--- src/rtl/gpio_irq_pkg.sv ---
`timescale 1ns/1ps
package gpio_irq_pkg;

    localparam int NPORT  = 3;
    localparam int PIN_W  = 8;
    localparam int ADDR_W = 8;

    // Port index order: A, B, F
    localparam logic [ADDR_W-1:0] OFS_MODE [NPORT] = '{8'h90, 8'hAC, 8'h4C};
    localparam logic [ADDR_W-1:0] OFS_POL  [NPORT] = '{8'h94, 8'hB0, 8'h50};
    localparam logic [ADDR_W-1:0] OFS_ACK  [NPORT] = '{8'h98, 8'hB4, 8'h54};
    localparam logic [ADDR_W-1:0] OFS_ENA  [NPORT] = '{8'h9C, 8'hB8, 8'h58};
    localparam logic [ADDR_W-1:0] OFS_PEND [NPORT] = '{8'hA0, 8'hBC, 8'h5C};
    localparam logic [ADDR_W-1:0] OFS_FILT [NPORT] = '{8'hA8, 8'hC4, 8'h64};

    typedef struct packed {
        logic [PIN_W-1:0] mode;   // 0 level, 1 edge
        logic [PIN_W-1:0] pol;    // 0 low/falling, 1 high/rising
        logic [PIN_W-1:0] ena;
        logic [PIN_W-1:0] filt;
        logic [PIN_W-1:0] latch;  // held edge events
        logic [PIN_W-1:0] prev;   // qualified input one cycle ago
    } port_state_t;

endpackage

--- src/rtl/gpio_irq_tick.sv ---
`timescale 1ns/1ps
module gpio_irq_tick #(
    parameter int DIV = 8
) (
    input  logic clk,
    input  logic rst_n,
    output logic tick
);
    localparam int CW = (DIV > 1) ? $clog2(DIV) : 1;

    typedef struct packed {
        logic [CW-1:0] cnt;
        logic          pulse;
    } tick_state_t;

    tick_state_t s_d, s_q;

    always_comb begin
        s_d = s_q;
        if (s_q.cnt == CW'(DIV - 1)) begin
            s_d.cnt   = '0;
            s_d.pulse = 1'b1;
        end else begin
            s_d.cnt   = s_q.cnt + CW'(1);
            s_d.pulse = 1'b0;
        end
    end

    always_ff @(posedge clk or negedge rst_n) begin
        if (!rst_n) s_q <= '0;
        else        s_q <= s_d;
    end

    assign tick = s_q.pulse;
endmodule

--- src/rtl/gpio_irq_filter.sv ---
`timescale 1ns/1ps
module gpio_irq_filter #(
    parameter int W        = 8,
    parameter int DB_COUNT = 4
) (
    input  logic         clk,
    input  logic         rst_n,
    input  logic         tick,
    input  logic [W-1:0] raw,
    input  logic [W-1:0] use_filt,
    output logic [W-1:0] qual
);
    localparam int CW = $clog2(DB_COUNT + 1);

    typedef struct packed {
        logic [W-1:0]         s1;
        logic [W-1:0]         s2;
        logic [W-1:0]         stable;
        logic [W-1:0][CW-1:0] cnt;
    } filt_state_t;

    filt_state_t s_d, s_q;

    always_comb begin
        s_d    = s_q;
        s_d.s1 = raw;
        s_d.s2 = s_q.s1;
        if (tick) begin
            for (int i = 0; i < W; i++) begin
                if (s_q.s2[i] != s_q.stable[i]) begin
                    if (s_q.cnt[i] == CW'(DB_COUNT - 1)) begin
                        s_d.stable[i] = s_q.s2[i];
                        s_d.cnt[i]    = '0;
                    end else begin
                        s_d.cnt[i] = s_q.cnt[i] + CW'(1);
                    end
                end else begin
                    s_d.cnt[i] = '0;
                end
            end
        end
    end

    always_ff @(posedge clk or negedge rst_n) begin
        if (!rst_n) s_q <= '0;
        else        s_q <= s_d;
    end

    assign qual = (use_filt & s_q.stable) | (~use_filt & s_q.s2);
endmodule

--- src/rtl/gpio_irq_port.sv ---
`timescale 1ns/1ps
module gpio_irq_port
    import gpio_irq_pkg::*;
#(
    parameter int                DB_COUNT = 4,
    parameter logic [ADDR_W-1:0] A_MODE   = 8'h90,
    parameter logic [ADDR_W-1:0] A_POL    = 8'h94,
    parameter logic [ADDR_W-1:0] A_ACK    = 8'h98,
    parameter logic [ADDR_W-1:0] A_ENA    = 8'h9C,
    parameter logic [ADDR_W-1:0] A_PEND   = 8'hA0,
    parameter logic [ADDR_W-1:0] A_FILT   = 8'hA8
) (
    input  logic              clk,
    input  logic              rst_n,
    input  logic              tick,
    input  logic [PIN_W-1:0]  pins,
    input  logic              bus_wr,
    input  logic [ADDR_W-1:0] bus_addr,
    input  logic [PIN_W-1:0]  bus_wdata,
    output logic [PIN_W-1:0]  rd_data,
    output logic [PIN_W-1:0]  pend,
    output logic [PIN_W-1:0]  ena_o,
    output logic [PIN_W-1:0]  mode_o
);
    port_state_t s_d, s_q;

    logic [PIN_W-1:0] qual;
    logic [PIN_W-1:0] rise, fall, hit_edge, ack_bits;

    gpio_irq_filter #(.W(PIN_W), .DB_COUNT(DB_COUNT)) u_filt (
        .clk      (clk),
        .rst_n    (rst_n),
        .tick     (tick),
        .raw      (pins),
        .use_filt (s_q.filt),
        .qual     (qual)
    );

    always_comb begin
        rise     = qual & ~s_q.prev;
        fall     = ~qual & s_q.prev;
        hit_edge = (s_q.pol & rise) | (~s_q.pol & fall);
        ack_bits = (bus_wr && bus_addr == A_ACK) ? bus_wdata : '0;

        s_d      = s_q;
        s_d.prev = qual;
        if (bus_wr) begin
            if (bus_addr == A_MODE) s_d.mode = bus_wdata;
            if (bus_addr == A_POL)  s_d.pol  = bus_wdata;
            if (bus_addr == A_ENA)  s_d.ena  = bus_wdata;
            if (bus_addr == A_FILT) s_d.filt = bus_wdata;
        end
        // a fresh edge outranks an acknowledge in the same cycle
        s_d.latch = ((s_q.latch & ~ack_bits) | (s_q.ena & s_q.mode & hit_edge))
                    & s_d.ena & s_d.mode;
    end

    always_ff @(posedge clk or negedge rst_n) begin
        if (!rst_n) s_q <= '0;
        else        s_q <= s_d;
    end

    assign pend = (s_q.mode & s_q.latch)
                | (~s_q.mode & s_q.ena & ~(qual ^ s_q.pol));

    always_comb begin
        rd_data = '0;
        if (bus_addr == A_MODE) rd_data = s_q.mode;
        if (bus_addr == A_POL)  rd_data = s_q.pol;
        if (bus_addr == A_ENA)  rd_data = s_q.ena;
        if (bus_addr == A_FILT) rd_data = s_q.filt;
        if (bus_addr == A_PEND) rd_data = pend;
    end

    assign ena_o  = s_q.ena;
    assign mode_o = s_q.mode;
endmodule

--- src/rtl/gpio_irq_ctrl.sv ---
`timescale 1ns/1ps
module gpio_irq_ctrl
    import gpio_irq_pkg::*;
#(
    parameter int TICK_DIV = 8,
    parameter int DB_COUNT = 4
) (
    input  logic              clk,
    input  logic              rst_n,
    input  logic              bus_wr,
    input  logic [ADDR_W-1:0] bus_addr,
    input  logic [PIN_W-1:0]  bus_wdata,
    output logic [PIN_W-1:0]  bus_rdata,
    input  logic [PIN_W-1:0]  pin_a,
    input  logic [PIN_W-1:0]  pin_b,
    input  logic [PIN_W-1:0]  pin_f,
    output logic              irq_ab,
    output logic [PIN_W-1:0]  irq_f
);
    logic             tick;
    logic [PIN_W-1:0] pins_v [NPORT];
    logic [PIN_W-1:0] rd_v   [NPORT];
    logic [PIN_W-1:0] pend_v [NPORT];
    logic [PIN_W-1:0] ena_v  [NPORT];
    logic [PIN_W-1:0] mode_v [NPORT];

    logic [PIN_W-1:0] stat_a, stat_b, stat_f;
    logic [PIN_W-1:0] en_a, en_b, en_f, md_f;

    assign pins_v[0] = pin_a;
    assign pins_v[1] = pin_b;
    assign pins_v[2] = pin_f;

    gpio_irq_tick #(.DIV(TICK_DIV)) u_tick (
        .clk   (clk),
        .rst_n (rst_n),
        .tick  (tick)
    );

    for (genvar p = 0; p < NPORT; p++) begin : g_port
        gpio_irq_port #(
            .DB_COUNT (DB_COUNT),
            .A_MODE   (OFS_MODE[p]),
            .A_POL    (OFS_POL[p]),
            .A_ACK    (OFS_ACK[p]),
            .A_ENA    (OFS_ENA[p]),
            .A_PEND   (OFS_PEND[p]),
            .A_FILT   (OFS_FILT[p])
        ) u_port (
            .clk       (clk),
            .rst_n     (rst_n),
            .tick      (tick),
            .pins      (pins_v[p]),
            .bus_wr    (bus_wr),
            .bus_addr  (bus_addr),
            .bus_wdata (bus_wdata),
            .rd_data   (rd_v[p]),
            .pend      (pend_v[p]),
            .ena_o     (ena_v[p]),
            .mode_o    (mode_v[p])
        );
    end

    always_comb begin
        bus_rdata = '0;
        for (int p = 0; p < NPORT; p++) bus_rdata = bus_rdata | rd_v[p];
    end

    assign stat_a = pend_v[0];
    assign stat_b = pend_v[1];
    assign stat_f = pend_v[2];
    assign en_a   = ena_v[0];
    assign en_b   = ena_v[1];
    assign en_f   = ena_v[2];
    assign md_f   = mode_v[2];

    assign irq_ab = |(stat_a | stat_b);
    assign irq_f  = stat_f;
endmodule

--- config.mk ---
export PLATFORM = sky130hd
export DESIGN_NAME = gpio_irq_ctrl
export DESIGN_NICKNAME = d
export VERILOG_FILES = /design/src/rtl/gpio_irq_pkg.sv /design/src/rtl/gpio_irq_tick.sv /design/src/rtl/gpio_irq_filter.sv /design/src/rtl/gpio_irq_port.sv /design/src/rtl/gpio_irq_ctrl.sv
export SDC_FILE = /design/constraint.sdc
export NUM_CORES = 1
export LEC_CHECK = 0
export BUFFER_PORTS_ARGS = -buffer_cell sky130_fd_sc_hd__buf_2
export CAP_MARGIN = 15
export CORE_MARGIN = 2
export CORE_UTILIZATION = 65
export DETAILED_ROUTE_END_ITERATION = 16
export PLACE_DENSITY_LB_ADDON = 0.3
export SKIP_CTS_REPAIR_TIMING = 1
export SLEW_MARGIN = 20
export SYNTH_ARGS = -nofsm -noshare
export SYNTH_HDL_FRONTEND = slang
export SYNTH_HIERARCHICAL = 1
export SYNTH_SLANG_ARGS = --single-unit
--- constraint.sdc ---
create_clock -name clk -period 3.9 [get_ports clk]
set_clock_uncertainty 0.1 [all_clocks]
set_input_delay 0.78 -clock clk [delete_from_list [all_inputs] [get_ports clk]]
set_output_delay 0.78 -clock clk [all_outputs]
set_load 0.1 [all_outputs]
==> results.py <==
metrics = {
    "global_routing": {
        "grt_max_degree": 107,
        "overflow": 0,
        "grtUsageTotal_pct": 28.2,
        "grt_pass1_vias": 10375,
        "grt_pass1_wl_um": 53800,
        "antenna_found_initial": 6,
    },
    "sta": {
        "slew_viol_final": 0,
        "setup_viol": 0,
        "tightest_slew_ns": 0.817,
        "hold_viol_final": 0,
        "fmax_mhz": 262,
        "maxSlewHeadroom_pct": 45.5,
        "final.min_clock_period_ns": 3.81,
        "grt_setup_unrepaired": "false",
        "setup_tns_ns": 0,
        "final.period_utilization_pct": 97.8,
    },
    "critical_path": {
        "end_kind": "output pin",
        "start_kind": "flop",
        "cp.arrival_ns": 2.93,
        "r2r_setup_slack_ns": 1.94,
        "critPathKind": "flop to output pin",
        "cp_max_fo": 4,
        "crit_required_ns": 3.02,
    },
    "clocking": {
        "cts_buffers": 31,
        "cts_root_buf": "clkbuf_16",
        "clk_latency_ns": 0.57,
        "cts_max_level": 1,
        "numClockSinks": 292,
        "clkTransAtPathRegs_ns": 0.06,
        "tritoncts": "built",
        "cts_buffer_depth": 3,
    },
    "job": {
        "cap_violations": 0,
    },
    "logic_synthesis": {
        "syn_inst": 1309,
        "syn_avg_cell_area_sq_um": 11.2,
        "syn_nets": 1378,
        "synthesis.area_sq_mm": 0.0147,
        "yosysWarnings": 6,
    },
    "final_layout": {
        "nFillCells": 1451,
        "regArea_sq_mm": 0.00731,
        "final_cell_mix": "dfrtp_1, nand2_1, mux2_2",
        "multi_input_area_sq_mm": 0.00686,
        "final_cell_area_sq_mm": 0.0164,
        "nNetsFinal": 1449,
        "drive_gt1_share_pct": 21.1,
        "final_common_cell": "dfrtp_1",
        "fin_util_pct": 74.6,
        "syn_to_final_growth_pct": 11.7,
    },
    "pwr": {
        "static-leakage-power_nw": 7.55,
        "p_per_area_mw_per_mm2": 422,
        "total_power_mw": 6.92,
        "irDropWorstVdd_uv": 506,
    },
    "floorplan": {
        "die_y_um": 154,
        "rows": 54,
        "dieArea_sq_mm": 0.0238,
        "core-area_sq_mm": 0.0220,
        "die_x_um": 154,
        "io_pins": 60,
        "initial_utilization_pct": 66.8,
    },
    "route": {
        "wl_um": 32800,
        "drt_first_pass_iters": 5,
        "ant_nets": 0,
        "via_per_inst": 6.18,
        "num_vias": 10438,
        "wl_per_cell_um": 19.4,
        "drt_iter0_markers": 849,
        "post-route-drc-count": 0,
    },
    "placement": {
        "io_buffers": 59,
        "postPlaceCellArea_sq_mm": 0.0154,
        "dpl.hpwl_um": 22300,
        "routabilityCongestion": 0.956,
    },
    "worst_hold_path": {
        "hp-class": "input pin to asynchronous set/reset pin",
    },
    "outcome": {
        "status": "finished clean",
    },
}
-- cell type report --
| class | count | share of cell area (%) |
|---|---|---|
| flip-flops and latches | 292 | 44.6 |
| multi-input cells | 914 | 41.9 |
| clock buffers | 43 | 5.44 |
| repair buffers | 85 | 4.02 |
| well taps | 280 | 2.14 |
| inverters | 56 | 1.28 |
| clock inverters | 12 | 0.565 |
| diodes | 6 | 0.0916 |
-- per-stage QoR --
stage	hold slack, ns	setup WS [ns]	std cells
after global routing	0.201	0.0512	1686
final	0.162	0.0851	1688
after global placement	0.233	0.355	1627
after CTS	0.196	0.116	1682
after detailed placement	0.235	0.302	1627
after floorplan	0.231	-0.305	1309
-- report_power, final --
group,internal (mW),switching (mW)
clock network,1.65,1.17
registers,3.22,0.162
logic,0.305,0.407
total,5.18,1.74
-- sequential cells by signal (all words and copies together), names as in the netlist --
signal and cells:
g_port.u_port/u_filt/s_q 120, g_port.u_port/s_q 96, g_port.u_port/ena_o 24, g_port.u_port/mode_o 24, g_port.u_port/u_filt/s_d 24, u_tick/s_q 3, u_tick/tick 1
-- metal layers --
layer / vias to the layer above / global-route usage, % / wire length [um]
met5: - / 0 / 13
met4: 2 / 13.2 / 1600
met3: 98 / 4.31 / 2000
met2: 330 / 44.2 / 15000
met1: 5145 / 39.2 / 14200
li1: 4863 / - / -
-- critical path, cell delays in order, from the launching register on --
cell	delay [ns]
dfrtp_1	0.42
mux2_2	0.41
xor2_1	0.15
o21ai_0	0.25
a22o_1	0.27
a32o_1	0.21
or3_1	0.45
buf_12	0.21
-- path summary, 6_finish.rpt --
path,start,cells past startpoint,to
max,g_port[0].u_port/s_q[21],7,bus_rdata[5]
max reg2reg,u_tick/tick,4,g_port[0].u_port/u_filt/s_q[13]
min in group clk,pin_f[7],1,g_port[2].u_port/u_filt/s_d[39]
min,rst_n,1,g_port[2].u_port/u_filt/s_q[21]
min reg2reg,g_port[0].u_port/u_filt/s_d[37],0,g_port[0].u_port/u_filt/s_q[37]
max in group asynchronous,rst_n,2,g_port[0].u_port/s_q[19]
Note: power is estimated with default switching activity, not from simulation.
